<file path="src/rtl/scanmon_pkg.sv">
package scanmon_pkg;

  // Tracked controller state; the numeric codes are visible at the ports.
  typedef enum logic [3:0] {
    S_RESET  = 4'd0,
    S_IDLE   = 4'd1,
    S_DSEL   = 4'd2,
    S_DCAP   = 4'd3,
    S_DUPD   = 4'd4,
    S_DPAUSE = 4'd5,
    S_DSHIFT = 4'd6,
    S_DEXIT1 = 4'd7,
    S_DEXIT2 = 4'd8,
    S_ISEL   = 4'd9,
    S_ICAP   = 4'd10,
    S_IUPD   = 4'd11,
    S_IPAUSE = 4'd12,
    S_ISHIFT = 4'd13,
    S_IEXIT1 = 4'd14,
    S_IEXIT2 = 4'd15
  } tap_st_e;

  function automatic logic is_shift(tap_st_e s);
    return (s == S_DSHIFT) || (s == S_ISHIFT);
  endfunction

  // True when s is the exit1 state reached from the shift state sh.
  function automatic logic closes_shift(tap_st_e sh, tap_st_e s);
    return ((sh == S_DSHIFT) && (s == S_DEXIT1)) ||
           ((sh == S_ISHIFT) && (s == S_IEXIT1));
  endfunction

endpackage

</file>
<file path="src/rtl/scanmon_sync.sv">
module scanmon_sync #(
  parameter int W = 1
) (
  input  logic         clk,
  input  logic         rst_n,
  input  logic [W-1:0] d_i,
  output logic [W-1:0] q_o
);

  for (genvar i = 0; i < W; i++) begin : g_lane
    logic s1_q;
    logic s2_q;
    always_ff @(posedge clk or negedge rst_n) begin
      if (!rst_n) begin
        s1_q <= 1'b0;
        s2_q <= 1'b0;
      end else begin
        s1_q <= d_i[i];
        s2_q <= s1_q;
      end
    end
    assign q_o[i] = s2_q;
  end

endmodule

</file>
<file path="src/rtl/scanmon_tap.sv">
module scanmon_tap
  import scanmon_pkg::*;
(
  input  logic    clk,
  input  logic    rst_n,
  input  logic    adv_i,
  input  logic    tms_i,
  output tap_st_e cur_o,
  output tap_st_e nxt_o,
  output tap_st_e prev_o
);

  tap_st_e cur_q, cur_d;
  tap_st_e prev_q, prev_d;
  tap_st_e step;

  always_comb begin
    step = cur_q;
    case (cur_q)
      S_RESET:  step = tms_i ? S_RESET  : S_IDLE;
      S_IDLE:   step = tms_i ? S_DSEL   : S_IDLE;
      S_DSEL:   step = tms_i ? S_ISEL   : S_DCAP;
      S_DCAP:   step = tms_i ? S_DEXIT1 : S_DSHIFT;
      S_DSHIFT: step = tms_i ? S_DEXIT1 : S_DSHIFT;
      S_DEXIT1: step = tms_i ? S_DUPD   : S_DPAUSE;
      S_DPAUSE: step = tms_i ? S_DEXIT2 : S_DPAUSE;
      S_DEXIT2: step = tms_i ? S_DUPD   : S_DSHIFT;
      S_DUPD:   step = tms_i ? S_DSEL   : S_IDLE;
      S_ISEL:   step = tms_i ? S_RESET  : S_ICAP;
      S_ICAP:   step = tms_i ? S_IEXIT1 : S_ISHIFT;
      S_ISHIFT: step = tms_i ? S_IEXIT1 : S_ISHIFT;
      S_IEXIT1: step = tms_i ? S_IUPD   : S_IPAUSE;
      S_IPAUSE: step = tms_i ? S_IEXIT2 : S_IPAUSE;
      S_IEXIT2: step = tms_i ? S_IUPD   : S_ISHIFT;
      S_IUPD:   step = tms_i ? S_DSEL   : S_IDLE;
      default:  step = S_IDLE;
    endcase
  end

  always_comb begin
    cur_d  = cur_q;
    prev_d = prev_q;
    if (adv_i) begin
      cur_d  = step;
      prev_d = cur_q;
    end
  end

  always_ff @(posedge clk or negedge rst_n) begin
    if (!rst_n) begin
      cur_q  <= S_IDLE;
      prev_q <= S_IDLE;
    end else begin
      cur_q  <= cur_d;
      prev_q <= prev_d;
    end
  end

  assign cur_o  = cur_q;
  assign nxt_o  = step;
  assign prev_o = prev_q;

endmodule

</file>
<file path="src/rtl/scanmon_capture.sv">
module scanmon_capture
  import scanmon_pkg::*;
#(
  parameter int MAXBITS = 64,
  parameter int CNT_W   = 16
) (
  input  logic               clk,
  input  logic               rst_n,
  input  logic               adv_i,
  input  tap_st_e            old_st_i,
  input  tap_st_e            new_st_i,
  input  logic               tdi_i,
  input  logic               tdo_i,
  output logic               rpt_vld_o,
  output logic               rpt_ir_o,
  output logic [MAXBITS-1:0] rpt_tdi_o,
  output logic [MAXBITS-1:0] rpt_tdo_o,
  output logic [CNT_W-1:0]   rpt_len_o,
  output logic               rpt_ovf_o
);

  localparam logic [CNT_W-1:0] CAP_C   = CNT_W'(MAXBITS);
  localparam logic [CNT_W-1:0] CNT_TOP = '1;

  logic               append, close;
  logic [MAXBITS-1:0] tdi_buf_q, tdi_buf_d, tdo_buf_q, tdo_buf_d;
  logic [CNT_W-1:0]   cnt_q, cnt_d;
  logic               ovf_q, ovf_d;

  logic               rv_q, rir_q, rovf_q;
  logic [MAXBITS-1:0] rtdi_q, rtdo_q;
  logic [CNT_W-1:0]   rlen_q;

  assign append = adv_i && is_shift(new_st_i);
  assign close  = adv_i && closes_shift(old_st_i, new_st_i);

  always_comb begin
    cnt_d = cnt_q;
    ovf_d = ovf_q;
    if (close) begin
      cnt_d = '0;
      ovf_d = 1'b0;
    end else if (append) begin
      if (cnt_q != CNT_TOP) cnt_d = cnt_q + 1'b1;
      if (cnt_q >= CAP_C)   ovf_d = 1'b1;
    end
  end

  // Indexed write: the bit lands at the current count, so the first one sits in bit 0.
  always_comb begin
    tdi_buf_d = tdi_buf_q;
    tdo_buf_d = tdo_buf_q;
    if (close) begin
      tdi_buf_d = '0;
      tdo_buf_d = '0;
    end else if (append) begin
      for (int i = 0; i < MAXBITS; i++) begin
        if (cnt_q == CNT_W'(i)) begin
          tdi_buf_d[i] = tdi_i;
          tdo_buf_d[i] = tdo_i;
        end
      end
    end
  end

  always_ff @(posedge clk or negedge rst_n) begin
    if (!rst_n) begin
      tdi_buf_q <= '0;
      tdo_buf_q <= '0;
      cnt_q     <= '0;
      ovf_q     <= 1'b0;
    end else begin
      tdi_buf_q <= tdi_buf_d;
      tdo_buf_q <= tdo_buf_d;
      cnt_q     <= cnt_d;
      ovf_q     <= ovf_d;
    end
  end

  always_ff @(posedge clk or negedge rst_n) begin
    if (!rst_n) begin
      rv_q   <= 1'b0;
      rir_q  <= 1'b0;
      rovf_q <= 1'b0;
      rtdi_q <= '0;
      rtdo_q <= '0;
      rlen_q <= '0;
    end else begin
      rv_q <= close;
      if (close) begin
        rir_q  <= (new_st_i == S_IEXIT1);
        rovf_q <= ovf_q;
        rtdi_q <= tdi_buf_q;
        rtdo_q <= tdo_buf_q;
        rlen_q <= cnt_q;
      end
    end
  end

  assign rpt_vld_o = rv_q;
  assign rpt_ir_o  = rir_q;
  assign rpt_tdi_o = rtdi_q;
  assign rpt_tdo_o = rtdo_q;
  assign rpt_len_o = rlen_q;
  assign rpt_ovf_o = rovf_q;

endmodule

</file>
<file path="src/rtl/scan_monitor.sv">
module scan_monitor
  import scanmon_pkg::*;
#(
  parameter int MAXBITS = 64,
  parameter int CNT_W   = 16
) (
  input  logic               clk,
  input  logic               rst_n,
  input  logic               tck_i,
  input  logic               tms_i,
  input  logic               tdi_i,
  input  logic               tdo_i,
  output logic               st_vld_o,
  output logic [3:0]         st_cur_o,
  output logic [3:0]         st_prev_o,
  output logic               rpt_vld_o,
  output logic               rpt_is_ir_o,
  output logic [MAXBITS-1:0] rpt_tdi_o,
  output logic [MAXBITS-1:0] rpt_tdo_o,
  output logic [CNT_W-1:0]   rpt_len_o,
  output logic               rpt_ovf_o
);

  localparam int PINS = 4;

  logic [PINS-1:0] pins_s;
  logic            tck_s, tms_s, tdi_s, tdo_s;
  logic            tck_q;
  logic            rise;
  logic            stv_q;
  tap_st_e         cur_st, nxt_st, prev_st;

  scanmon_sync #(.W(PINS)) u_sync (
    .clk   (clk),
    .rst_n (rst_n),
    .d_i   ({tck_i, tms_i, tdi_i, tdo_i}),
    .q_o   (pins_s)
  );

  assign {tck_s, tms_s, tdi_s, tdo_s} = pins_s;

  always_ff @(posedge clk or negedge rst_n) begin
    if (!rst_n) begin
      tck_q <= 1'b0;
      stv_q <= 1'b0;
    end else begin
      tck_q <= tck_s;
      stv_q <= rise;
    end
  end

  assign rise = tck_s && !tck_q;

  scanmon_tap u_tap (
    .clk    (clk),
    .rst_n  (rst_n),
    .adv_i  (rise),
    .tms_i  (tms_s),
    .cur_o  (cur_st),
    .nxt_o  (nxt_st),
    .prev_o (prev_st)
  );

  scanmon_capture #(.MAXBITS(MAXBITS), .CNT_W(CNT_W)) u_cap (
    .clk       (clk),
    .rst_n     (rst_n),
    .adv_i     (rise),
    .old_st_i  (cur_st),
    .new_st_i  (nxt_st),
    .tdi_i     (tdi_s),
    .tdo_i     (tdo_s),
    .rpt_vld_o (rpt_vld_o),
    .rpt_ir_o  (rpt_is_ir_o),
    .rpt_tdi_o (rpt_tdi_o),
    .rpt_tdo_o (rpt_tdo_o),
    .rpt_len_o (rpt_len_o),
    .rpt_ovf_o (rpt_ovf_o)
  );

  assign st_vld_o  = stv_q;
  assign st_cur_o  = cur_st;
  assign st_prev_o = prev_st;

endmodule

</file>
<file path="config.mk">
export PLATFORM = sky130hd
export DESIGN_NAME = scan_monitor
export DESIGN_NICKNAME = d
export VERILOG_FILES = /design/src/rtl/scanmon_pkg.sv /design/src/rtl/scanmon_sync.sv /design/src/rtl/scanmon_tap.sv /design/src/rtl/scanmon_capture.sv /design/src/rtl/scan_monitor.sv
export SDC_FILE = /design/constraint.sdc
export NUM_CORES = 1
export LEC_CHECK = 0
export ABC_AREA = 1
export BUFFER_PORTS_ARGS = -buffer_cell sky130_fd_sc_hd__buf_2
export CORE_MARGIN = 2
export CORE_UTILIZATION = 30
export DETAILED_ROUTE_END_ITERATION = 16
export PLACE_DENSITY_LB_ADDON = 0.08
export SYNTH_ARGS = -nofsm -noshare
export SYNTH_HDL_FRONTEND = slang
export SYNTH_SLANG_ARGS = --single-unit
export TNS_END_PERCENT = 30
</file>
<file path="constraint.sdc">
create_clock -name clk -period 5.7 [get_ports clk]
set_input_delay 1.14 -clock clk [delete_from_list [all_inputs] [get_ports clk]]
set_output_delay 1.14 -clock clk [all_outputs]
set_load 0.01 [all_outputs]
</file>
==> results list, run 1 <==
* Pwr Total: approximately 0.0059 W
- For this run, the total global-route usage over all layers was measured as 0.176.
- Fill cells in the final layout number between 4000 and 5000.
- For this run, design rule violations remaining after detail routing come to 0.
- Cell chosen for the clock root: clkbuf_16
* Clock edge transition at the registers on the reported setup and hold paths: 0.05 ns
- Hold timing on the final database bottoms out at a slack of 0.347 ns.
- Setup repair after global routing left no endpoint under its margin.
* Number of buffers inserted during clock tree synthesis: 38
* Period utilisation layout: 0.632
- Detailed placement ended at an HPWL of ~25 mm.
- Row generation in the floorplan step produced 77 rows.
- In this run the worst hold path is classified as flop to flop.
- The worst setup path is of the flop to flop kind.
* Die outline height: between 200 and 250 µm
- Total count of max-transition violations in the final report: 0
- Area overhead of the layout relative to synthesis: 19.3%
- A synthesized cell averages 8.22 µm².
* Pre-CTS worst setup slack: approximately 2.1 ns
- Count of routing violations after the opening detailed-route iteration: 799
- In the synthesized netlist, the number of instances is 1640.
- For this configuration, the core starts out at a cell density of 0.304.
- Synthesis instantiated 29 different standard cells from the library.
- Die boundary width: approximately 220 µm
* WL final: between 40 and 50 mm
* Worst IR drop on VDD: around 0.21 mV
- Switching fraction of total power: 0.299
* Sequential area share after synthesis: 0.576
* Initial antenna violation count: 0
- Vias in the first global route: 11100
- Leading cell types in the layout, fill and taps excluded: nand2_1 (755), dfrtp_1 (308), nand3_1 (208)
- Routability congestion estimate: approximately 0.8
* Clock network power share: 0.442
* Number of hold-repair buffers added at the cts stage: 0
* Critical Path Sink Type: flop
- In the final layout, the share of cells above drive strength 1 is 0.140.
* First-pass iteration count of the detailed router: 5
- First-pass GRT wire length: about 65 mm
- WL/cell: around 17 µm
- Maximum number of pins on one net before global-route repair: between 200 and 250
* Power share of the combinational group: 0.154
- Summed over all failing endpoints, the final setup total negative slack is 0 ns.
* Number of synthesized register bits: 310
- The count of nets left with antenna violations once routing finished came out at 0.
- Core region area: about 0.044 mm²
- Worst-case clock buffer depth: 3
* Ratio of routed vias to standard cells: between 4 and 5
* Post-CTS Setup Bufs: 0
* Crit path time final: 3.60 ns
- Total Die Area: 0.0466 mm²
- CTS tree: yes
- Maximum net fanout on the critical path: slightly below 70
- Clock latency on the worst-skew pair: 0.55 ns
- Setup violations remaining at the end of the flow were counted as 0.
* Result of the run: completed
- The clock arrives with approximately 0.016 ns of skew.
- Peak clock frequency supported by timing: 0.278 GHz
- Of the total power, registers draw 0.404.
- The worst pin sits at a relative slew slack of 0.318.
- The worst setup path is launched from a flop.
- Setup slack closes at approximately 2.1 ns.
- Switching component of the power: ~0.0018 W
- For this run the aggregate overflow at the end of global routing stands at 0.
- Number of H-tree levels: 2
- At the worst endpoint, the required time is 6.13 ns.
- # Max-Cap Violations: 0
* Number of warnings printed during yosys synthesis: 0
* Data arrival time of the critical path: between 4 and 5 ns
- PostCTS Resize Cnt: 0
- Port buffering added about 160 buffers.
- Power per cell area: approximately 370 mW/mm²
- In this run the static leakage power is 8.83 nW.
- Core occupancy in the finished layout: 0.363
- Combined area of all synthesized cells: 0.0135 mm²
- Pint: between 0.004 and 0.005 W
* Hold Vio Cnt, Final: 0
- The number of nets handed over by synthesis was 1650.
- For this design the top-level I/O count stands at 162.
- 0 antenna diodes ended up in the layout.
- In the final design database the tool counted 1768 nets.
- Most frequent standard cell in the layout excluding fill and tap cells: nand2_1
- Detailed routing inserted a total of 11200 vias.
* Sinks on Clock Net: 310
- At the pin with the least slew margin, the transition time is 1.02 ns.
==> synth_stat cells, drive strengths merged <==
library cell / instances / area, µm²
o2111ai: 1 / 8.76
nand4: 30 / 194
dfstp: 2 / 52.6
clkbuf: 45 / 169
inv: 52 / 195
nor3: 3 / 15.0
xor2: 8 / 70.1
buf: 50 / 307
or2: 2 / 12.5
dfrtp: 308 / 7710
o31ai: 11 / 82.6
o21ai: 77 / 385
nand3: 208 / 1040
nor4: 1 / 6.26
clkinv: 1 / 3.75
a21oi: 11 / 55.1
nor2: 66 / 258
nand2: 758 / 2850
ha: 4 / 50.1
o211ai: 1 / 7.51
o22ai: 1 / 6.26
==> state kept, by name (all words and copies together) (netlist names), 4 cells and up <==
signal	flops
u_cap.rpt_tdo_o	64
u_tap.cur_o	4
u_sync.g_lane.s1_q	4
u_cap.tdi_buf_q	64
u_cap.rpt_tdi_o	64
u_cap.rpt_len_o	16
u_cap.cnt_q	16
u_tap.prev_o	4
u_cap.tdo_buf_q	64
u_sync.g_lane.s2_q	4
==> path summary, 6_finish.rpt <==
kind	from	endpoint	slack, ns	cells past startpoint
hold / removal	u_sync.g_lane[3].s1_q$_DFF_PN0_	u_sync.g_lane[3].s2_q$_DFF_PN0_	0.35	0
max in group asynchronous	rst_n	u_cap.rpt_tdo_o[60]$_DFFE_PN0P_	3.94	2
min in group asynchronous	rst_n	u_cap.rpt_tdo_o[18]$_DFFE_PN0P_	0.60	1
setup reg to reg	u_tap.cur_o[0]$_DFFE_PN1P_	u_cap.tdi_buf_q[8]$_DFFE_PN0P_	2.10	16
hold reg to reg	u_sync.g_lane[3].s1_q$_DFF_PN0_	u_sync.g_lane[3].s2_q$_DFF_PN0_	0.35	0
setup / recovery	u_tap.cur_o[0]$_DFFE_PN1P_	u_cap.tdi_buf_q[8]$_DFFE_PN0P_	2.10	16
==> area by class of cell <==
| cell class | count | area (µm²) | share of cell area |
|---|---|---|---|
| clock buffers | 57 | 1120 | 0.0699 |
| flip-flops and latches | 310 | 7760 | 0.483 |
| inverters | 53 | 201 | 0.0125 |
| repair buffers | 173 | 956 | 0.0595 |
| clock inverters | 11 | 211 | 0.0132 |
| multi-input cells | 1182 | 5080 | 0.316 |
| well taps | 592 | 741 | 0.0461 |
==> per-layer routing <==
metal / GRT usage / vias up / part of all wire
li1: - / 5504 / -
met1: 0.256 / 5389 / 0.49
met2: 0.266 / 236 / 0.45
met3: 0.0302 / 45 / 0.043
met4: 0.0527 / 0 / 0.020
met5: 0 / - / 0
==> power groups by stage <==
stage | clock, W | combinational, W | sequential (W)
2_1_floorplan | 0 | 0.000642 | 0.00240
3_3_place_gp | 0 | 0.000905 | 0.00241
3_5_place_dp | 0 | 0.000912 | 0.00241
4_1_cts | 0.00268 | 0.000916 | 0.00237
5_1_grt | 0.00278 | 0.00101 | 0.00239
6_report | 0.00260 | 0.000905 | 0.00237
==> critical path, stage by stage (launching register included) <==
cell and delay [ns]:
dfstp_2 0.57, inv_2 0.05, nor2_2 0.14, nand2_1 0.10
nand2_1 0.11, nor2_1 0.05, nand2_1 0.06, nand2_1 0.06
nand2_1 0.09, nand2_1 0.05, nand2_1 0.59, nand3_1 0.27
nand2_4 0.60, buf_4 0.46, nand2_1 0.12, nand2_1 0.08
nand2_1 0.05
==> metrics by stage <==
stage	instance area [µm²]	instances
finish	16100	2378
global route	16100	2378
detailed placement	14700	2310
CTS	16100	2378
global placement	14700	2310
floorplan	13500	1640
==> kinds of logic (layout without fill, tap and decap cells) <==
group	after synthesis	in the layout	synth area share
simple gates	1068	1068	0.325
flops	310	310	0.576
buf+inv	148	294	0.0500
compound gates	102	102	0.0405
xor+xnor	8	8	0.00520
fa+ha+maj	4	4	0.00371
Power figures use the tool's default switching activity.
==> run 2: changes to the inputs <==
- ABC_AREA: 1 -> 0
- clock period: 5.7 -> 3.2 ns (I/O delays scaled with it)
==> run 2 against run 1 <==
Net effect: combinational power grew 49%; power grew 71%; critical endpoint is now u_cap.tdo_buf_q[3]$_DFFE_PN0P_; synthesized area shrank 1.6%; final area grew 0.46%.
==> results list, run 2 <==
- The number of buffers inserted by post-CTS setup repair was 0 (unchanged).
* Worst-case clock buffer depth: 3 (unchanged)
- The clock-pin slew on the worst setup and hold paths came to 0.06 ns (about the same).
- Signal routing reaches up to met4.
- The fraction of layout cells with a size suffix above 1 came to 0.199 (+0.0591).
- The register bit total from synthesis is 310 (unchanged).
- Cell chosen for the clock root: clkbuf_16
- The starting density of the core was 0.302 (-0.00226).
- The post-synthesis instance area came to 0.0133 mm² (-1.6%).
* Clock latency on the worst-skew pair: 0.55 ns (about the same)
- Combined global-route utilization of all metal layers: 0.165 (-0.0109)
- Sinks on Clock Net: 310 (unchanged)
* Proportion of netlist area held by the largest area contributor: 0.581 (+0.00934)
- The static leakage was 8.34 nW (-5.5%).
* Die outline height: 214 µm (-0.79%)
* Core occupancy in the finished layout: 0.368 (+0.00486)
- The simple-gate share of the synthesized area is 0.251 (-0.0740).
* Multiplexer share of the synthesized area: 0.0974 (+0.0974)
- Cell with the most instances after synthesis: nand2_1
- First-pass iteration count of the detailed router: 7 (+2)
- The residual overflow from global routing is 0 (unchanged).
- Number of warnings printed during yosys synthesis: 0 (unchanged)
* Final sum of negative setup slack: 0 ns (unchanged)
- Most frequent standard cell in the layout excluding fill and tap cells: nand2_1
* Routed met3 length: 1.44 mm (-18%)
- Area fraction in compound gates after synthesis: 0.0309 (-0.00953)
- Broken down by cell family, the worst path's largest delay share belongs to compound AO/OA/AOI/OAI gates.
- Crit path time final: 2.63 ns (-0.975 ns)
- Share of power burned in registers: 0.428 (+0.024)
* Post-synth net total: 1350 (-18%)
* Xor/xnor cell area share of the yosys netlist: 0 (-0.00520)
- The buffering stage count on the worst path with inverters included came to 1 (-1).
* Type of the setup path with the least slack: flop to flop
- The signal on the critical path passes through nand2b_1 -> o221ai_1 -> o21a_1 -> buf_4 -> nand4_4 -> mux2i_1.
- The worst-case headroom to the max-slew limit is 0.514 (+0.196).
- The sequential cell area is 0.00776 mm² (unchanged).
- Result of the run: completed
* Period utilisation layout: 0.821 (+0.189)
* Pint: 0.00724 W (+76%)
- Power per cell area: 623 mW/mm² (+70%)
- Routability congestion estimate: 0.718 (-11%)
- The net switching power came to 0.00282 W (+60%).
- The required time at the worst-slack endpoint came to 3.61 ns (-2.52 ns).
- The path class of the tightest hold or removal check is input pin to async pin.
- Maximum number of pins on one net before global-route repair: 85 (-58%)
* Worst IR drop on VDD: 0.289 mV (+34%)
- Combinational family with the most area after synthesis: simple AND/OR/NAND/NOR gates
- RSZ-0062 raised after global routing: false
- Flip-flop cell with the highest count after synthesis: dfrtp_1
* I/O pin cnt: 162 (unchanged)
- The net count of the finished layout was 1500 (-15%).
* Number of fillers in the final layout: 4498 (-3.9%)
* Post-detailed-placement half-perimeter wirelength: 24.0 mm (-3.9%)
- Switching fraction of total power: 0.281 (-0.0188)
- Synth Instances: 1340 (-18%)
- The number of buffers added on ports came to 161 (unchanged).
* Total Die Area: 0.0459 mm² (-1.6%)
* Most numerous cell types in the synthesized netlist: nand2_1 (589), dfrtp_1 (308), mux2i_1 (129)
- Proportion of register bits with asynchronous set or reset after synthesis: 1.00 (unchanged)
- CTS tree: yes
* Area of combinational cells with multiple inputs: 0.00510 mm² (+0.39%)
* M1 wire length: 17.8 mm (-9.6%)
* Number of H-tree levels: 2 (unchanged)
- The hold-fix buffer count after cts was 0 (unchanged).
- Kind of start point of the critical path: flop
- Number of antenna repair diodes: 0 (unchanged)
- Top cell type by total area after synthesis: dfrtp_1
* Final ANT Viol Nets: 0 (unchanged)
* Ratio of routed vias to standard cells: 4.57 (-2.8%)
- The wire length on met2 came to 17.2 mm (-4.2%).
- The number of remaining DRC errors came to 0 (unchanged).
- The top cell types in the final layout, fill and taps aside, are nand2_1 (587), dfrtp_1 (308), buf_2 (160).
- The number of standard-cell rows in the floorplan was 77 (unchanged).
- Maximum net fanout on the critical path: 21 (-70%)
- Core region area: 0.0439 mm² (-0.87%)
- STA classifies the critical path endpoint as a flop.
- The number of antenna violations at the first check in global routing came to 0 (unchanged).
- The max-capacitance violation count came to 0 (unchanged).
* Share of synthesized cell area in full adder, half adder and majority cells: 0.00377 (+0.0000606)
- The mean routed wirelength per cell is 17.7 µm (+4.6%).
- Leading cell types by total area after synthesis: dfrtp_1 (58%), nand2_1 (17%), mux2i_1 (9.7%)
- The post-detailed-routing wire length is 37.3 mm (-7.3%).
- Clock skew: 0.0147 ns (-0.00110 ns)
- The count of final setup violators is 0 (unchanged).
- The highest attainable clock frequency is 0.381 GHz (+37%).
- PostCTS Resize Cnt: 0 (unchanged)
- The share of power burned in the clock network came to 0.438 (-0.004).
- The average cell area after synthesis was 9.90 µm² (+20%).
- Hold Vio Cnt, Final: 0 (unchanged)
- The sequential element share of the synthesized area came to 0.585 (+0.00940).
- Among all stages on the critical path, the largest delay is contributed by dfrtp_1.
* CP peak stage delay: 0.73 ns (+0.13 ns)
- The arrival time at the worst endpoint was 3.03 ns (-1.01 ns).
- EDFF count, synth: 0 (unchanged)
- Vias in the first global route: 10100 (-9.3%)
- The area growth from synthesis to layout is 21.8%.
- The wire length of the first global-routing pass came to 59.8 mm (-7.5%).
- Count of routing violations after the opening detailed-route iteration: 655 (-18%)
- The count of pins over their slew limit came to 0 (unchanged).
* Power share of the combinational group: 0.134 (-0.020)
- The number of clock buffers inserted by TritonCTS was 38 (unchanged).
* Total vias in the final route: 9634 (-14%)
* Yosys cell types: 52 (+79%)
- The chip width is 214 µm (-0.79%).
- Transition at the pin with the smallest max-transition slack: 0.726 ns (-0.295 ns)
-- run 2: cell count changes in the layout (fill, tap and decap cells not counted), moves of 20 or more --
cell	before	now
buf_4	8	30
mux2i_1	0	129
nand2_1	755	587
nand3_1	208	13
o21ai_0	71	12
nor2_1	61	41
inv_1	46	6
-- run 2: cell type report --
type,count,area share
Inverter,7,0.00178
Clock inverter,9,0.00798
Clock buffer,58,0.0711
Multi-Input combinational cell,932,0.316
Tap cell,592,0.0459
Sequential cell,310,0.481
Timing Repair Buffer,201,0.0769
-- run 2: logic make-up (layout without fill, tap and decap cells) --
kind of cell    count (synthesis)  count (layout)
fa+ha+maj                       4               4
flops                         310             310
buf+inv                        98             275
compound gates                 65              65
simple gates                  734             734
mux                           129             129
-- run 2: power by group through the flow --
stage	registers, W	clock network [W]	logic [W]
finish	0.00431	0.00441	0.00135
global route	0.00434	0.00472	0.00149
CTS	0.00431	0.00455	0.00137
detailed placement	0.00438	0	0.00136
global placement	0.00438	0	0.00136
floorplan	0.00434	0	0.000795
-- run 2: routing by layer --
| layer | vias up | track usage |
|---|---|---|
| li1 | 4675 | - |
| met1 | 4738 | 0.229 |
| met2 | 164 | 0.261 |
| met3 | 57 | 0.0289 |
| met4 | 0 | 0.0539 |
| met5 | - | 0 |
-- run 2: final timing paths --
path                                                  from                               to  slack (ns)  cells past startpoint
setup / recovery                u_tap.cur_o[3]$_DFFE_PN0P_   u_cap.tdo_buf_q[3]$_DFFE_PN0P_        0.57                      6
hold / removal                                       rst_n               st_vld_o$_DFF_PN0_        0.04                      1
setup reg to reg                u_tap.cur_o[3]$_DFFE_PN0P_   u_cap.tdo_buf_q[3]$_DFFE_PN0P_        0.57                      6
hold reg to reg            u_sync.g_lane[2].s1_q$_DFF_PN0_  u_sync.g_lane[2].s2_q$_DFF_PN0_        0.34                      0
max in group asynchronous                            rst_n  u_cap.tdo_buf_q[17]$_DFFE_PN0P_        2.29                      2
min in group clk                                     tdo_i  u_sync.g_lane[0].s1_q$_DFF_PN0_        0.20                      1
-- run 2: per-stage QoR --
stage                     std cells  hold WS [ns]  area (µm²)  power (W)  setup slack, ns
after floorplan                1340         0.331       13300    0.00514             1.13
after global placement         2042         0.334       14900    0.00574            0.686
after detailed placement       2042         0.335       14900    0.00574            0.556
after CTS                      2109        0.0489       16100     0.0102            0.569
after global routing           2109        0.0611       16100     0.0105            0.356
final                          2109        0.0371       16100     0.0101            0.573
==> run 3: changes to the inputs <==
- clock period: 3.2 -> 2.2 ns (I/O delays scaled with it)
==> run 3 against run 2 <==
Net effect: the run now ends with negative setup slack left; utilization up 2.8 points; first-iteration DRC count down 15%; via count up 3.4%; maximum frequency up 18%; largest cell class unchanged.
==> results list, run 3 (synthesis gave the netlist of run 2 again) <==
- Cell chosen for the clock root: clkbuf_16
- The clock-pin slew on the worst setup and hold paths was 0.06 ns (about the same).
* Min-delay src: u_sync.g_lane[3].s1_q$_DFF_PN0_
* Power per cell area: 909 mW/mm² (+46%)
- The fraction of layout cells with a size suffix above 1 came to 0.266 (+0.0667).
- Worst-case setup margin in the final layout: -0.0256 ns (-0.599 ns)
* Worst-path cell with the longest stage delay: or4_4
- Worst-case clock buffer depth: 3 (unchanged)
- The setup skew after layout is 0.0143 ns (-0.000425 ns).
* Total vias in the final route: 9959 (+3.4%)
- Grouping stages by cell kind, the critical path spends the most delay in simple AND/OR/NAND/NOR gates.
- The final design instance area without fill was 0.0174 mm² (+7.7%).
- Die boundary width: 214 µm (unchanged)
- The max-capacitance violation count was 0 (unchanged).
* Maximum net fanout on the critical path: 5 (-76%)
- First-pass iteration count of the detailed router: 4 (-3)
- Transition at the pin with the smallest max-transition slack: 0.812 ns (+0.0856 ns)
- The wire length of the first global-routing pass is 62.0 mm (+3.6%).
* Area overhead of the layout relative to synthesis: 31.2%
* Initial antenna violation count: 0 (unchanged)
- The I/O pin total is 162 (unchanged).
- The per-cell via count in the routed design was 4.55 (-0.50%).
- Number of remaining DRC errors: 0 (unchanged)
- The remaining antenna violation count after routing is 0 (unchanged).
* Type of the most critical hold path: flop to flop
- The required time at the worst-slack endpoint is 2.67 ns (-0.94 ns).
* Post-detailed-placement half-perimeter wirelength: 25.8 mm (+7.4%)
* Kind of start point of the critical path: flop
* Cells along the critical path: or4_4 -> nor2_8 -> and2_1 -> nand2_1 -> nor2_1 -> mux2i_1
* Peak clock frequency supported by timing: 0.449 GHz (+18%)
- The final weighted congestion of routability-driven global placement is 0.735 (+2.3%).
- The placeable core area was 0.0439 mm² (unchanged).
- The number of standard-cell rows in the floorplan was 77 (unchanged).
* Worst IR drop on VDD: 0.460 mV (+59%)
* Sinks on Clock Net: 310 (unchanged)
- The flow ran to the end, but the final reports show violations.
- The multi-input logic area was 0.00541 mm² (+6.0%).
* Number of H-tree levels: 2 (unchanged)
- The mean routed wirelength per cell was 17.8 µm (+0.67%).
- The sequential cell area is 0.00776 mm² (about the same).
- Number of buffers inserted during clock tree synthesis: 39 (+2.6%)
- Type of the setup path with the least slack: flop to flop
- The vertical extent of the die was 214 µm (unchanged).
* Final global-route overflow total: 0 (unchanged)
- Pwr Total: 0.0158 W (+57%)
- The via count of the first global-routing pass was 10500 (+4.1%).
* Headroom to the max-slew limit: 0.459 (-0.0553)
- The fraction of the cycle the final worst path needs is 1.01 (+0.191).
* # port buffers: 161 (unchanged)
- Number of antenna repair diodes: 0 (unchanged)
- Startpoint of the most critical register-to-register path: u_cap.cnt_q[9]$_DFFE_PN0P_
- Combined global-route utilization of all metal layers: 0.171 (+0.00618)
* Placed standard-cell area: 0.0156 mm² (+4.6%)
- The most critical setup path has its startpoint at u_cap.cnt_q[9]$_DFFE_PN0P_.
* Leakage: 8.89 nW (+6.5%)
- The critical path's largest stage delay came to 0.58 ns (-0.15 ns).
- CTS tree: yes
- Number of nets in the layout: 1581 (+5.4%)
* Maximum number of pins on one net before global-route repair: 143 (+68%)
- Total count of max-transition violations in the final report: 0 (unchanged)
- The checks that failed: negative setup slack.
- The post-detailed-routing wire length was 39.0 mm (+4.6%).
- The buffering stage count on the worst path with inverters included is 0 (-1).
* Count of routing violations after the opening detailed-route iteration: 557 (-15%)
- The count of final setup violators was 5 (+5).
- The number of fill cells came to 4458 (-0.89%).
- The top cell types in the final layout, fill and taps aside, are nand2_1 (585), dfrtp_1 (306), buf_2 (160).
- The arrival time at the worst endpoint is 2.69 ns (-0.34 ns).
- Most frequent standard cell in the layout excluding fill and tap cells: nand2_1
- Initial standard-cell utilization of the core: 0.302 (unchanged)
* RSZ-0062 raised after global routing: true
* Total Die Area: 0.0459 mm² (unchanged)
* Hold Vio Cnt, Final: 0 (unchanged)
* Crit path time final: 2.23 ns (-0.401 ns)
- Clock latency on the worst-skew pair: 0.55 ns (about the same)
- Critical Path Sink Type: flop
## run 3: where the power goes
part           total (W)  internal [W]  leakage (nW)  switching, W
Combinational    0.00274       0.00108          3.94       0.00166
Sequential       0.00621       0.00599          4.28      0.000217
Clock            0.00685       0.00436         0.666       0.00250
Total             0.0158        0.0114          8.89       0.00438
## run 3: routing by layer
layer / GRT usage / wire length, µm / share of wire
met5: 0 / 0 / 0
met4: 0.0458 / 712 / 0.018
met3: 0.0272 / 1330 / 0.034
met2: 0.281 / 18500 / 0.47
met1: 0.235 / 18500 / 0.47
## run 3: stage by stage
step / setup WS, ns / std cells / TNS (ns) / utilization / hold slack, ns
2_1_floorplan: 0.126 / 1340 / 0 / - / 0.144
3_3_place_gp: -0.308 / 2112 / -13.69 / 0.354 / 0.336
3_5_place_dp: -0.313 / 2112 / -13.96 / 0.354 / 0.338
4_1_cts: -0.0121 / 2186 / -0.0365 / 0.389 / 0.350
5_1_grt: -0.0674 / 2191 / -1.00 / 0.396 / 0.357
6_report: -0.0256 / 2191 / -0.0782 / 0.396 / 0.347
## run 3: area by class of cell
cell class                      instances  share of cell area
Sequential cell                       310               0.446
Tap cell                              592              0.0426
Multi-Input combinational cell        932               0.311
Clock buffer                           56              0.0645
Inverter                                7             0.00165
Clock inverter                         13              0.0140
Timing Repair Buffer                  281               0.120
## run 3: what timing repair did
| action | 4_1_cts | 5_1_grt |
|---|---|---|
| setup buffers | 0 | 3 |
| cloned | 0 | 2 |
| pin swaps | 1 | 15 |
| resized for setup | 22 | 50 |
| setup endpoints to repair | 119 | 136 |
| hold buffers | 5 | 0 |
| endpoints found under the hold margin | 54 | 0 |
## run 3: worst paths after layout
path | endpoint | slack (ns) | depth (start not counted)
min in group asynchronous | st_vld_o$_DFF_PN0_ | 0.47 | 2
worst min-delay path | u_sync.g_lane[3].s2_q$_DFF_PN0_ | 0.35 | 0
worst max-delay path | u_cap.tdi_buf_q[39]$_DFFE_PN0P_ | -0.03 | 6
worst min register to register | u_sync.g_lane[3].s2_q$_DFF_PN0_ | 0.35 | 0
max in group asynchronous | u_cap.rpt_tdi_o[23]$_DFFE_PN0P_ | 1.02 | 3
worst max register to register | u_cap.tdi_buf_q[39]$_DFFE_PN0P_ | -0.03 | 6
